File: config.mk
export PLATFORM = sky130hd
export DESIGN_NAME = alu8_core
export DESIGN_NICKNAME = d
export VERILOG_FILES = /design/src/rtl/alu8_pkg.sv /design/src/rtl/alu8_decode.sv /design/src/rtl/alu8_unit.sv /design/src/rtl/alu8_flags.sv /design/src/rtl/alu8_core.sv
export SDC_FILE = /design/constraint.sdc
export NUM_CORES = 1
export LEC_CHECK = 0
export CORE_AREA = 2 2 93 95
export DETAILED_ROUTE_END_ITERATION = 12
export DIE_AREA = 0 0 95 97
export GPL_TIMING_DRIVEN = 0
export PLACE_DENSITY = 0.75
export SLEW_MARGIN = 20
export SYNTH_ARGS = -nofsm -noshare
export SYNTH_HDL_FRONTEND = slang
export SYNTH_SLANG_ARGS = --single-unit
File: constraint.sdc
create_clock -name clk -period 9 [get_ports clk]
set_input_delay 1.8 -clock clk [delete_from_list [all_inputs] [get_ports clk]]
set_output_delay 1.8 -clock clk [all_outputs]
set_load 0.005 [all_outputs]
File: src/rtl/alu8_pkg.sv
package alu8_pkg;

   localparam int ST_C   = 0;
   localparam int ST_Z   = 1;
   localparam int ST_I   = 2;
   localparam int ST_D   = 3;
   localparam int ST_B   = 4;
   localparam int ST_ONE = 5;
   localparam int ST_V   = 6;
   localparam int ST_N   = 7;

   localparam logic [7:0] STATUS_AT_CLEAR = 8'h22;
   localparam logic [7:0] STATUS_FORCED   = 8'h20;

   typedef enum logic [5:0] {
      OP_NOP     = 6'h00, OP_AND     = 6'h01, OP_OR      = 6'h02, OP_XOR     = 6'h03,
      OP_SHL_A   = 6'h04, OP_SHL_M   = 6'h05, OP_SHR_A   = 6'h06, OP_SHR_M   = 6'h07,
      OP_ROL_A   = 6'h08, OP_ROL_M   = 6'h09, OP_ROR_A   = 6'h0A, OP_ROR_M   = 6'h0B,
      OP_INC_M   = 6'h0C, OP_DEC_M   = 6'h0D, OP_INC_X   = 6'h0E, OP_DEC_X   = 6'h0F,
      OP_INC_Y   = 6'h10, OP_DEC_Y   = 6'h11, OP_CMP_A   = 6'h12, OP_CMP_X   = 6'h13,
      OP_CMP_Y   = 6'h14, OP_BIT     = 6'h15, OP_LD_A    = 6'h16, OP_LD_X    = 6'h17,
      OP_LD_Y    = 6'h18, OP_A2X     = 6'h19, OP_A2Y     = 6'h1A, OP_X2A     = 6'h1B,
      OP_Y2A     = 6'h1C, OP_SP2X    = 6'h1D, OP_PULL_A  = 6'h1E, OP_PULL_ST = 6'h1F,
      OP_RETI    = 6'h20, OP_PUSH_A  = 6'h21, OP_STORE_A = 6'h22, OP_BREAK   = 6'h23,
      OP_CLR_C   = 6'h24, OP_SET_C   = 6'h25, OP_CLR_D   = 6'h26, OP_SET_D   = 6'h27,
      OP_CLR_I   = 6'h28, OP_SET_I   = 6'h29, OP_CLR_V   = 6'h2A
   } opc_e;

   typedef enum logic [1:0] {SRC_MEM, SRC_ACC, SRC_IDX, SRC_IDY} src_e;
   typedef enum logic [1:0] {DST_NONE, DST_ACC, DST_IDX, DST_IDY} dst_e;
   typedef enum logic [3:0] {
      FN_NONE, FN_AND, FN_OR, FN_XOR, FN_SHL, FN_SHR, FN_ROL, FN_ROR,
      FN_INC, FN_DEC, FN_PASS, FN_CMP, FN_BIT
   } fn_e;

   typedef struct packed {
      src_e       src;
      fn_e        fn;
      dst_e       dst;
      logic       wr_res;
      logic       res_acc;
      logic       upd_zn;
      logic       upd_c;
      logic       upd_nv_op;
      logic       ld_status;
      logic [7:0] set_mask;
      logic [7:0] clr_mask;
   } ctl_t;

endpackage

File: src/rtl/alu8_decode.sv
module alu8_decode
   import alu8_pkg::*;
#(
   parameter int OPW = 6
) (
   input  logic [OPW-1:0] op_i,
   output ctl_t           ctl_o
);

   localparam int CODEW = 6;

   logic             upper_clear;
   logic [CODEW-1:0] code;

   generate
      if (OPW > CODEW) begin : g_wide
         assign upper_clear = ~|op_i[OPW-1:CODEW];
      end else begin : g_exact
         assign upper_clear = 1'b1;
      end
   endgenerate

   assign code = op_i[CODEW-1:0];

   function automatic ctl_t mk(src_e s, fn_e f, dst_e d, logic wr, logic ra,
                               logic zn, logic c);
      ctl_t k;
      k           = '0;
      k.src       = s;
      k.fn        = f;
      k.dst       = d;
      k.wr_res    = wr;
      k.res_acc   = ra;
      k.upd_zn    = zn;
      k.upd_c     = c;
      return k;
   endfunction

   function automatic ctl_t flag_op(int bitpos, logic set);
      ctl_t k;
      k = mk(SRC_MEM, FN_NONE, DST_NONE, 1'b0, 1'b0, 1'b0, 1'b0);
      if (set) k.set_mask = 8'(1) << bitpos;
      else     k.clr_mask = 8'(1) << bitpos;
      return k;
   endfunction

   always_comb begin
      ctl_o = mk(SRC_MEM, FN_NONE, DST_NONE, 1'b0, 1'b0, 1'b0, 1'b0);
      if (upper_clear) begin
         case (code)
            OP_AND:     ctl_o = mk(SRC_ACC, FN_AND,  DST_ACC,  1'b1, 1'b0, 1'b1, 1'b0);
            OP_OR:      ctl_o = mk(SRC_ACC, FN_OR,   DST_ACC,  1'b1, 1'b0, 1'b1, 1'b0);
            OP_XOR:     ctl_o = mk(SRC_ACC, FN_XOR,  DST_ACC,  1'b1, 1'b0, 1'b1, 1'b0);
            OP_SHL_A:   ctl_o = mk(SRC_ACC, FN_SHL,  DST_ACC,  1'b1, 1'b0, 1'b1, 1'b1);
            OP_SHL_M:   ctl_o = mk(SRC_MEM, FN_SHL,  DST_NONE, 1'b1, 1'b0, 1'b1, 1'b1);
            OP_SHR_A:   ctl_o = mk(SRC_ACC, FN_SHR,  DST_ACC,  1'b1, 1'b0, 1'b1, 1'b1);
            OP_SHR_M:   ctl_o = mk(SRC_MEM, FN_SHR,  DST_NONE, 1'b1, 1'b0, 1'b1, 1'b1);
            OP_ROL_A:   ctl_o = mk(SRC_ACC, FN_ROL,  DST_ACC,  1'b1, 1'b0, 1'b1, 1'b1);
            OP_ROL_M:   ctl_o = mk(SRC_MEM, FN_ROL,  DST_NONE, 1'b1, 1'b0, 1'b1, 1'b1);
            OP_ROR_A:   ctl_o = mk(SRC_ACC, FN_ROR,  DST_ACC,  1'b1, 1'b0, 1'b1, 1'b1);
            OP_ROR_M:   ctl_o = mk(SRC_MEM, FN_ROR,  DST_NONE, 1'b1, 1'b0, 1'b1, 1'b1);
            OP_INC_M:   ctl_o = mk(SRC_MEM, FN_INC,  DST_NONE, 1'b1, 1'b0, 1'b1, 1'b0);
            OP_DEC_M:   ctl_o = mk(SRC_MEM, FN_DEC,  DST_NONE, 1'b1, 1'b0, 1'b1, 1'b0);
            OP_INC_X:   ctl_o = mk(SRC_IDX, FN_INC,  DST_IDX,  1'b0, 1'b0, 1'b1, 1'b0);
            OP_DEC_X:   ctl_o = mk(SRC_IDX, FN_DEC,  DST_IDX,  1'b0, 1'b0, 1'b1, 1'b0);
            OP_INC_Y:   ctl_o = mk(SRC_IDY, FN_INC,  DST_IDY,  1'b0, 1'b0, 1'b1, 1'b0);
            OP_DEC_Y:   ctl_o = mk(SRC_IDY, FN_DEC,  DST_IDY,  1'b0, 1'b0, 1'b1, 1'b0);
            OP_CMP_A:   ctl_o = mk(SRC_ACC, FN_CMP,  DST_NONE, 1'b0, 1'b0, 1'b1, 1'b1);
            OP_CMP_X:   ctl_o = mk(SRC_IDX, FN_CMP,  DST_NONE, 1'b0, 1'b0, 1'b1, 1'b1);
            OP_CMP_Y:   ctl_o = mk(SRC_IDY, FN_CMP,  DST_NONE, 1'b0, 1'b0, 1'b1, 1'b1);
            OP_BIT: begin
               ctl_o           = mk(SRC_ACC, FN_BIT, DST_NONE, 1'b0, 1'b0, 1'b0, 1'b0);
               ctl_o.upd_nv_op = 1'b1;
            end
            OP_LD_A,
            OP_PULL_A:  ctl_o = mk(SRC_MEM, FN_PASS, DST_ACC,  1'b1, 1'b0, 1'b1, 1'b0);
            OP_LD_X,
            OP_SP2X:    ctl_o = mk(SRC_MEM, FN_PASS, DST_IDX,  1'b0, 1'b0, 1'b1, 1'b0);
            OP_LD_Y:    ctl_o = mk(SRC_MEM, FN_PASS, DST_IDY,  1'b0, 1'b0, 1'b1, 1'b0);
            OP_A2X:     ctl_o = mk(SRC_ACC, FN_PASS, DST_IDX,  1'b0, 1'b0, 1'b1, 1'b0);
            OP_A2Y:     ctl_o = mk(SRC_ACC, FN_PASS, DST_IDY,  1'b0, 1'b0, 1'b1, 1'b0);
            OP_X2A:     ctl_o = mk(SRC_IDX, FN_PASS, DST_ACC,  1'b0, 1'b0, 1'b1, 1'b0);
            OP_Y2A:     ctl_o = mk(SRC_IDY, FN_PASS, DST_ACC,  1'b0, 1'b0, 1'b1, 1'b0);
            OP_PULL_ST,
            OP_RETI: begin
               ctl_o           = mk(SRC_MEM, FN_NONE, DST_NONE, 1'b0, 1'b0, 1'b0, 1'b0);
               ctl_o.ld_status = 1'b1;
            end
            OP_PUSH_A,
            OP_STORE_A: ctl_o = mk(SRC_ACC, FN_NONE, DST_NONE, 1'b1, 1'b1, 1'b0, 1'b0);
            OP_BREAK:   ctl_o = flag_op(ST_B, 1'b1);
            OP_CLR_C:   ctl_o = flag_op(ST_C, 1'b0);
            OP_SET_C:   ctl_o = flag_op(ST_C, 1'b1);
            OP_CLR_D:   ctl_o = flag_op(ST_D, 1'b0);
            OP_SET_D:   ctl_o = flag_op(ST_D, 1'b1);
            OP_CLR_I:   ctl_o = flag_op(ST_I, 1'b0);
            OP_SET_I:   ctl_o = flag_op(ST_I, 1'b1);
            OP_CLR_V:   ctl_o = flag_op(ST_V, 1'b0);
            default: ;
         endcase
      end
   end

   always_comb begin
      assert ((ctl_o.set_mask & ctl_o.clr_mask) == 8'h00)
         else $error("AST_MASKS_DISJOINT");
   end

endmodule

File: src/rtl/alu8_unit.sv
module alu8_unit
   import alu8_pkg::*;
#(
   parameter int W         = 8,
   parameter int CMP_STYLE = 0
) (
   input  fn_e          fn_i,
   input  logic [W-1:0] lhs_i,
   input  logic [W-1:0] rhs_i,
   input  logic         c_i,
   output logic [W-1:0] val_o,
   output logic         c_o
);

   localparam logic [W-1:0] ONE = W'(1);

   logic [W-1:0] diff;
   logic         no_borrow;

   assign diff = lhs_i - rhs_i;

   generate
      if (CMP_STYLE == 0) begin : g_cmp_sub
         logic [W:0] wide;
         assign wide      = {1'b0, lhs_i} - {1'b0, rhs_i};
         assign no_borrow = ~wide[W];
      end else begin : g_cmp_mag
         assign no_borrow = (lhs_i >= rhs_i);
      end
   endgenerate

   always_comb begin
      val_o = lhs_i;
      c_o   = c_i;
      case (fn_i)
         FN_AND:  val_o = lhs_i & rhs_i;
         FN_OR:   val_o = lhs_i | rhs_i;
         FN_XOR:  val_o = lhs_i ^ rhs_i;
         FN_SHL: begin
            val_o = {lhs_i[W-2:0], 1'b0};
            c_o   = lhs_i[W-1];
         end
         FN_SHR: begin
            val_o = {1'b0, lhs_i[W-1:1]};
            c_o   = lhs_i[0];
         end
         FN_ROL: begin
            val_o = {lhs_i[W-2:0], c_i};
            c_o   = lhs_i[W-1];
         end
         FN_ROR: begin
            val_o = {c_i, lhs_i[W-1:1]};
            c_o   = lhs_i[0];
         end
         FN_INC:  val_o = lhs_i + ONE;
         FN_DEC:  val_o = lhs_i - ONE;
         FN_PASS: val_o = lhs_i;
         FN_CMP: begin
            val_o = diff;
            c_o   = no_borrow;
         end
         FN_BIT:  val_o = lhs_i & rhs_i;
         default: ;
      endcase
   end

endmodule

File: src/rtl/alu8_flags.sv
module alu8_flags
   import alu8_pkg::*;
#(
   parameter int W = 8
) (
   input  ctl_t         ctl_i,
   input  logic [7:0]   status_i,
   input  logic [W-1:0] val_i,
   input  logic         c_i,
   input  logic [W-1:0] operand_i,
   output logic [7:0]   status_o
);

   logic val_zero;
   assign val_zero = (val_i == '0);

   always_comb begin
      status_o = status_i;
      if (ctl_i.ld_status)
         status_o = operand_i[7:0] | STATUS_FORCED;
      if (ctl_i.upd_zn) begin
         status_o[ST_Z] = val_zero;
         status_o[ST_N] = val_i[W-1];
      end
      if (ctl_i.upd_nv_op) begin
         status_o[ST_Z] = val_zero;
         status_o[ST_N] = operand_i[W-1];
         status_o[ST_V] = operand_i[W-2];
      end
      if (ctl_i.upd_c)
         status_o[ST_C] = c_i;
      status_o = (status_o | ctl_i.set_mask) & ~ctl_i.clr_mask;
   end

endmodule

File: src/rtl/alu8_core.sv
module alu8_core
   import alu8_pkg::*;
#(
   parameter int W         = 8,
   parameter int OPW       = 6,
   parameter int CMP_STYLE = 0
) (
   input  logic           clk,
   input  logic           clr,
   input  logic           en,
   input  logic [OPW-1:0] op_i,
   input  logic [W-1:0]   operand_i,
   output logic [W-1:0]   result_o,
   output logic [7:0]     status_o,
   output logic [W-1:0]   x_o,
   output logic [W-1:0]   y_o
);

   generate
      if (W < 8) begin : g_bad_width
         $error("alu8_core: W must be at least 8");
      end
      if (OPW < 6) begin : g_bad_opw
         $error("alu8_core: OPW must be at least 6");
      end
      if (CMP_STYLE != 0 && CMP_STYLE != 1) begin : g_bad_cmp
         $error("alu8_core: CMP_STYLE must be 0 or 1");
      end
   endgenerate

   ctl_t         ctl;
   logic [W-1:0] acc_q, x_q, y_q, res_q;
   logic [7:0]   st_q;
   logic [W-1:0] lhs, val;
   logic         c_new;
   logic [W-1:0] acc_d, x_d, y_d, res_d;
   logic [7:0]   st_d;

   alu8_decode #(.OPW(OPW)) u_dec (
      .op_i  (op_i),
      .ctl_o (ctl)
   );

   always_comb begin
      case (ctl.src)
         SRC_ACC: lhs = acc_q;
         SRC_IDX: lhs = x_q;
         SRC_IDY: lhs = y_q;
         default: lhs = operand_i;
      endcase
   end

   alu8_unit #(.W(W), .CMP_STYLE(CMP_STYLE)) u_unit (
      .fn_i  (ctl.fn),
      .lhs_i (lhs),
      .rhs_i (operand_i),
      .c_i   (st_q[ST_C]),
      .val_o (val),
      .c_o   (c_new)
   );

   alu8_flags #(.W(W)) u_flags (
      .ctl_i     (ctl),
      .status_i  (st_q),
      .val_i     (val),
      .c_i       (c_new),
      .operand_i (operand_i),
      .status_o  (st_d)
   );

   assign acc_d = (ctl.dst == DST_ACC) ? val : acc_q;
   assign x_d   = (ctl.dst == DST_IDX) ? val : x_q;
   assign y_d   = (ctl.dst == DST_IDY) ? val : y_q;
   assign res_d = !ctl.wr_res ? res_q : (ctl.res_acc ? acc_q : val);

   always_ff @(posedge clk) begin
      if (clr) begin
         acc_q <= '0;
         x_q   <= '0;
         y_q   <= '0;
         res_q <= '0;
         st_q  <= STATUS_AT_CLEAR;
      end else if (en) begin
         acc_q <= acc_d;
         x_q   <= x_d;
         y_q   <= y_d;
         res_q <= res_d;
         st_q  <= st_d;
      end
   end

   assign result_o = res_q;
   assign status_o = st_q;
   assign x_o      = x_q;
   assign y_o      = y_q;

   logic op_cmp, op_bit, op_ldst, op_putacc, op_idxstep, op_cmpx;
   assign op_cmp     = en && (op_i == OPW'(OP_CMP_A) || op_i == OPW'(OP_CMP_X) ||
                              op_i == OPW'(OP_CMP_Y));
   assign op_cmpx    = en && (op_i == OPW'(OP_CMP_X));
   assign op_bit     = en && (op_i == OPW'(OP_BIT));
   assign op_ldst    = en && (op_i == OPW'(OP_PULL_ST) || op_i == OPW'(OP_RETI));
   assign op_putacc  = en && (op_i == OPW'(OP_STORE_A) || op_i == OPW'(OP_PUSH_A));
   assign op_idxstep = en && (op_i == OPW'(OP_INC_X) || op_i == OPW'(OP_DEC_X) ||
                              op_i == OPW'(OP_INC_Y) || op_i == OPW'(OP_DEC_Y));

   AST_CLEAR_STATE: assert property (@(posedge clk)
      clr |=> (st_q == STATUS_AT_CLEAR && x_q == '0 && y_q == '0 && res_q == '0 && acc_q == '0));
   AST_IDLE_HOLDS: assert property (@(posedge clk) disable iff (clr)
      !en |=> ($stable(res_q) && $stable(st_q) && $stable(x_q) && $stable(y_q)));
   AST_CMP_NO_WRITE: assert property (@(posedge clk) disable iff (clr)
      op_cmp |=> ($stable(acc_q) && $stable(x_q) && $stable(y_q) && $stable(res_q)));
   AST_CMP_CARRY: assert property (@(posedge clk) disable iff (clr)
      op_cmpx |=> (st_q[ST_C] == ($past(x_q) >= $past(operand_i))));
   AST_BIT_COPIES: assert property (@(posedge clk) disable iff (clr)
      op_bit |=> (st_q[ST_N] == $past(operand_i[W-1]) && st_q[ST_V] == $past(operand_i[W-2])
                  && $stable(acc_q)));
   AST_STATUS_LOAD: assert property (@(posedge clk) disable iff (clr)
      op_ldst |=> (st_q == ($past(operand_i[7:0]) | STATUS_FORCED)));
   AST_ACC_TO_RESULT: assert property (@(posedge clk) disable iff (clr)
      op_putacc |=> (res_q == $past(acc_q) && $stable(st_q)));
   AST_INDEX_KEEPS_RESULT: assert property (@(posedge clk) disable iff (clr)
      op_idxstep |=> $stable(res_q));
   AST_ONE_BIT_SET: assert property (@(posedge clk) disable iff (clr)
      st_q[ST_ONE]);

endmodule

==> metrics.cfg <==
[clock_tree]
htreeDepth = 2
cts_buffers = 5
clk_pin_slew_ps = 80
ctsResizeCount = 0
cts_root_buf = clkbuf_8
cts_tree = done
cts_setup_buffers = 0
cts_sinks = 39
cts_hold_buf = 0
clk_latency_ps = 290
cts_max_path_buffers = 2

[routing]
met1Wirelength_um = 5280
wl_met3_um = 836
antenna_left = 0
routed_wl_um = 11700
routed_via_density = 6.15
firstDrtPassIters = 8
vias = 3781
route.met2.wl_um = 5180
drtIter0Drc = 286
drc = 0
wire_per_inst_um = 19.0
highest_layer = met4

[cells_and_area]
layout.nets = 557
drive_gt1_share_pct = 6.47
n_fill_cell = 827
layout_common_cells = nor2_1 (49), clkdlybuf4s50_1 (43), dfxtp_1 (39), nand2_1 (38), ha_1 (30)
fin_area_sq_um = 4260
stdcell_count = 615
layout_commonest_cell = nor2_1
area_delta_synth_final_pct = 18.3
antenna_cells = 0

[critical_path]
slowest_delay_ps = 750
crit_arrival_ps = 6760
crit_slowest_cell = mux2i_1
path_cells = clkdlybuf4s50_1, nor2_1, a221o_1, a31oi_2, nor2_2, mux2i_1, fa_1, nand2_1, or4_1, a31oi_1, nor3b_1, a211oi_1, nor4b_2, a311o_1
rrSetupSlack_ps = 5490
cp-end-kind = register
path_buf_inv = 1
required_ps = 9240
crit_fanout = 8
worstSetupPathType = primary input to register
startpoint_type = primary input
cp_top_family = simple AND/OR/NAND/NOR gates

[synthesis]
async_flop_share_pct = 0
synthCells = 458
ys_types = 73
synth-seq-cells = 39
ys_seq_area_share_pct = 21.7
synth_edf_count = 0
ys.flop_type = dfxtp_1
ys_warn_count = 0
syn_avg_cell_area_sq_um = 7.87
syn_nets = 506
netlist_area_sq_um = 3610

[pwr]
power_density_nw_per_um2 = 110
leakagePower_nw = 1.68
seq_power_share_pct = 38.7
p_sw_share_pct = 36.4
p_clk_share_pct = 25.2
p_comb_share_pct = 36.2
p_sw_uw = 171
internal_power_uw = 298
ir_worst_vdd_v = 0.0000861

[placement]
placed_area_sq_um = 4180
dp_cells = 607
gp_congestion = 1.02
port_buffers = 43
hpwl_um = 8990

[sta]
fin_tns_setup_ps = 0
hold_viol_final = 0
clock.fmax_mhz = 153
rsz0062_at_grt = no
fin_crit_sh_pct = 72.5
final.setup_skew_ps = 9.46
worst_pin_slew_ps = 1010
period_needed_ps = 6520
drv_slew = 0
setup_viol = 0
relSlewSlack_pct = 32.7

[global_routing]
grt_pass1_wl_um = 18600
gr-usage-all-layers_pct = 25.3
grt_pass1_vias = 3533
grt_start_max_net_pins = 13
grt-ovfl-total = 0
grt_antenna_before_repair = 0

[floorplanning]
die_area_sq_um = 9220
coreArea_sq_um = 8130
die_y_um = 97
rows = 33
start_util_pct = 44.3
io_pins = 49
die_x_um = 95

[flow_run]
cap_violations = 0

[min_path]
hold_class = register to register

[status]
run_status = complete, no violations

## power groups by stage
stage / Sequential (mW) / Combinational, mW / Clock, mW
floorplan: 0.185 / 0.112 / 0
global placement: 0.185 / 0.163 / 0
detailed placement: 0.185 / 0.166 / 0
CTS: 0.181 / 0.167 / 0.117
global route: 0.182 / 0.184 / 0.127
finish: 0.181 / 0.170 / 0.118
## final timing paths
kind	startpoint	end	cells after the start
worst max-delay path	op_i[0]	status_o[1]	14
worst min-delay path	result_o[4]	result_o[4]	2
worst max register to register	x_o[1]	status_o[1]	10
worst min register to register	result_o[4]	result_o[4]	2
## worst reg2reg max path, cell delays in order, from the launching register on
cell and delay, ps:
dfxtp_1 370, mux2i_1 90, mux2i_1 670, fa_1 350
nand2_1 70, or4_1 430, a31oi_1 300, nor3b_1 90
a211oi_1 600, nor4b_2 310, a311o_1 190
## synthesized netlist by cell type (3+ instances only)
cell | instances | area share, %
nor2_1 | 49 | 5.1
dfxtp_1 | 39 | 22
nand2_1 | 38 | 4.0
ha_1 | 30 | 10
a21oi_1 | 29 | 4.0
o21ai_0 | 27 | 3.7
mux2i_1 | 24 | 6.7
inv_1 | 23 | 2.4
a211oi_1 | 21 | 4.4
clkbuf_1 | 18 | 1.9
nand2b_1 | 13 | 2.3
nand3_1 | 8 | 1.1
nor2b_1 | 7 | 1.2
a21o_1 | 6 | 1.2
a31oi_1 | 6 | 1.0
nor3_1 | 6 | 0.83
o21a_1 | 6 | 1.2
o221ai_1 | 6 | 1.5
a221oi_1 | 5 | 1.2
a22oi_1 | 5 | 1.0
xor2_1 | 5 | 1.2
and2_1 | 4 | 0.69
and3_1 | 4 | 0.69
buf_4 | 4 | 0.83
o211ai_1 | 4 | 0.83
mux4_2 | 3 | 1.9
nand4_1 | 3 | 0.52
nor3b_1 | 3 | 0.62
nor4_1 | 3 | 0.52
o21ai_1 | 3 | 0.42
or4_1 | 3 | 0.62
## registers in the layout, summed over array words and instances (netlist names)
name	flops
status_o	7
acc_q	8
y_o	8
x_o	8
result_o	8
## cell families (layout without fill, tap and decap cells)
group,count (synthesis),in the layout,synth area share [%]
flip-flops,39,39,21.7
buffers and inverters,54,106,6.38
AO/OA/AOI/OAI,144,144,28.3
AND/OR/NAND/NOR,151,151,20.6
adder cells (fa/ha/maj),31,31,11.0
other,1,1,0.104
multiplexers,30,30,9.58
XOR/XNOR,8,8,2.32
## cell type report
| type | count | area, sq um | area share, % |
|---|---|---|---|
| multi-input combinational | 365 | 2600 | 61.0 |
| sequential | 39 | 781 | 18.3 |
| timing repair buffer | 44 | 435 | 10.2 |
| inverter | 27 | 104 | 2.44 |
| buffer | 27 | 126 | 2.96 |
| clock buffer | 6 | 72.6 | 1.70 |
| tap | 105 | 131 | 3.08 |
| clock inverter | 2 | 12.5 | 0.293 |
## metal layers
layer  track usage, %  vias up
met4             7.13        0
met5                0        -
met1             36.1     1774
met2             39.6      182
met3             3.58       32
li1                 -     1793
## per-stage QoR
step / power, mW / utilization [%] / hold WS [ps] / setup slack, ps
after global routing: 0.493 / 52.4 / 500 / 2150
after global placement: 0.348 / 51.2 / 457 / 2320
final: 0.469 / 52.4 / 479 / 2480
after floorplan: 0.296 / - / 448 / 3710
after detailed placement: 0.351 / 51.4 / 467 / 2280
after CTS: 0.465 / 52.4 / 480 / 2540
No activity file was read; power rests on OpenSTA's default activity.
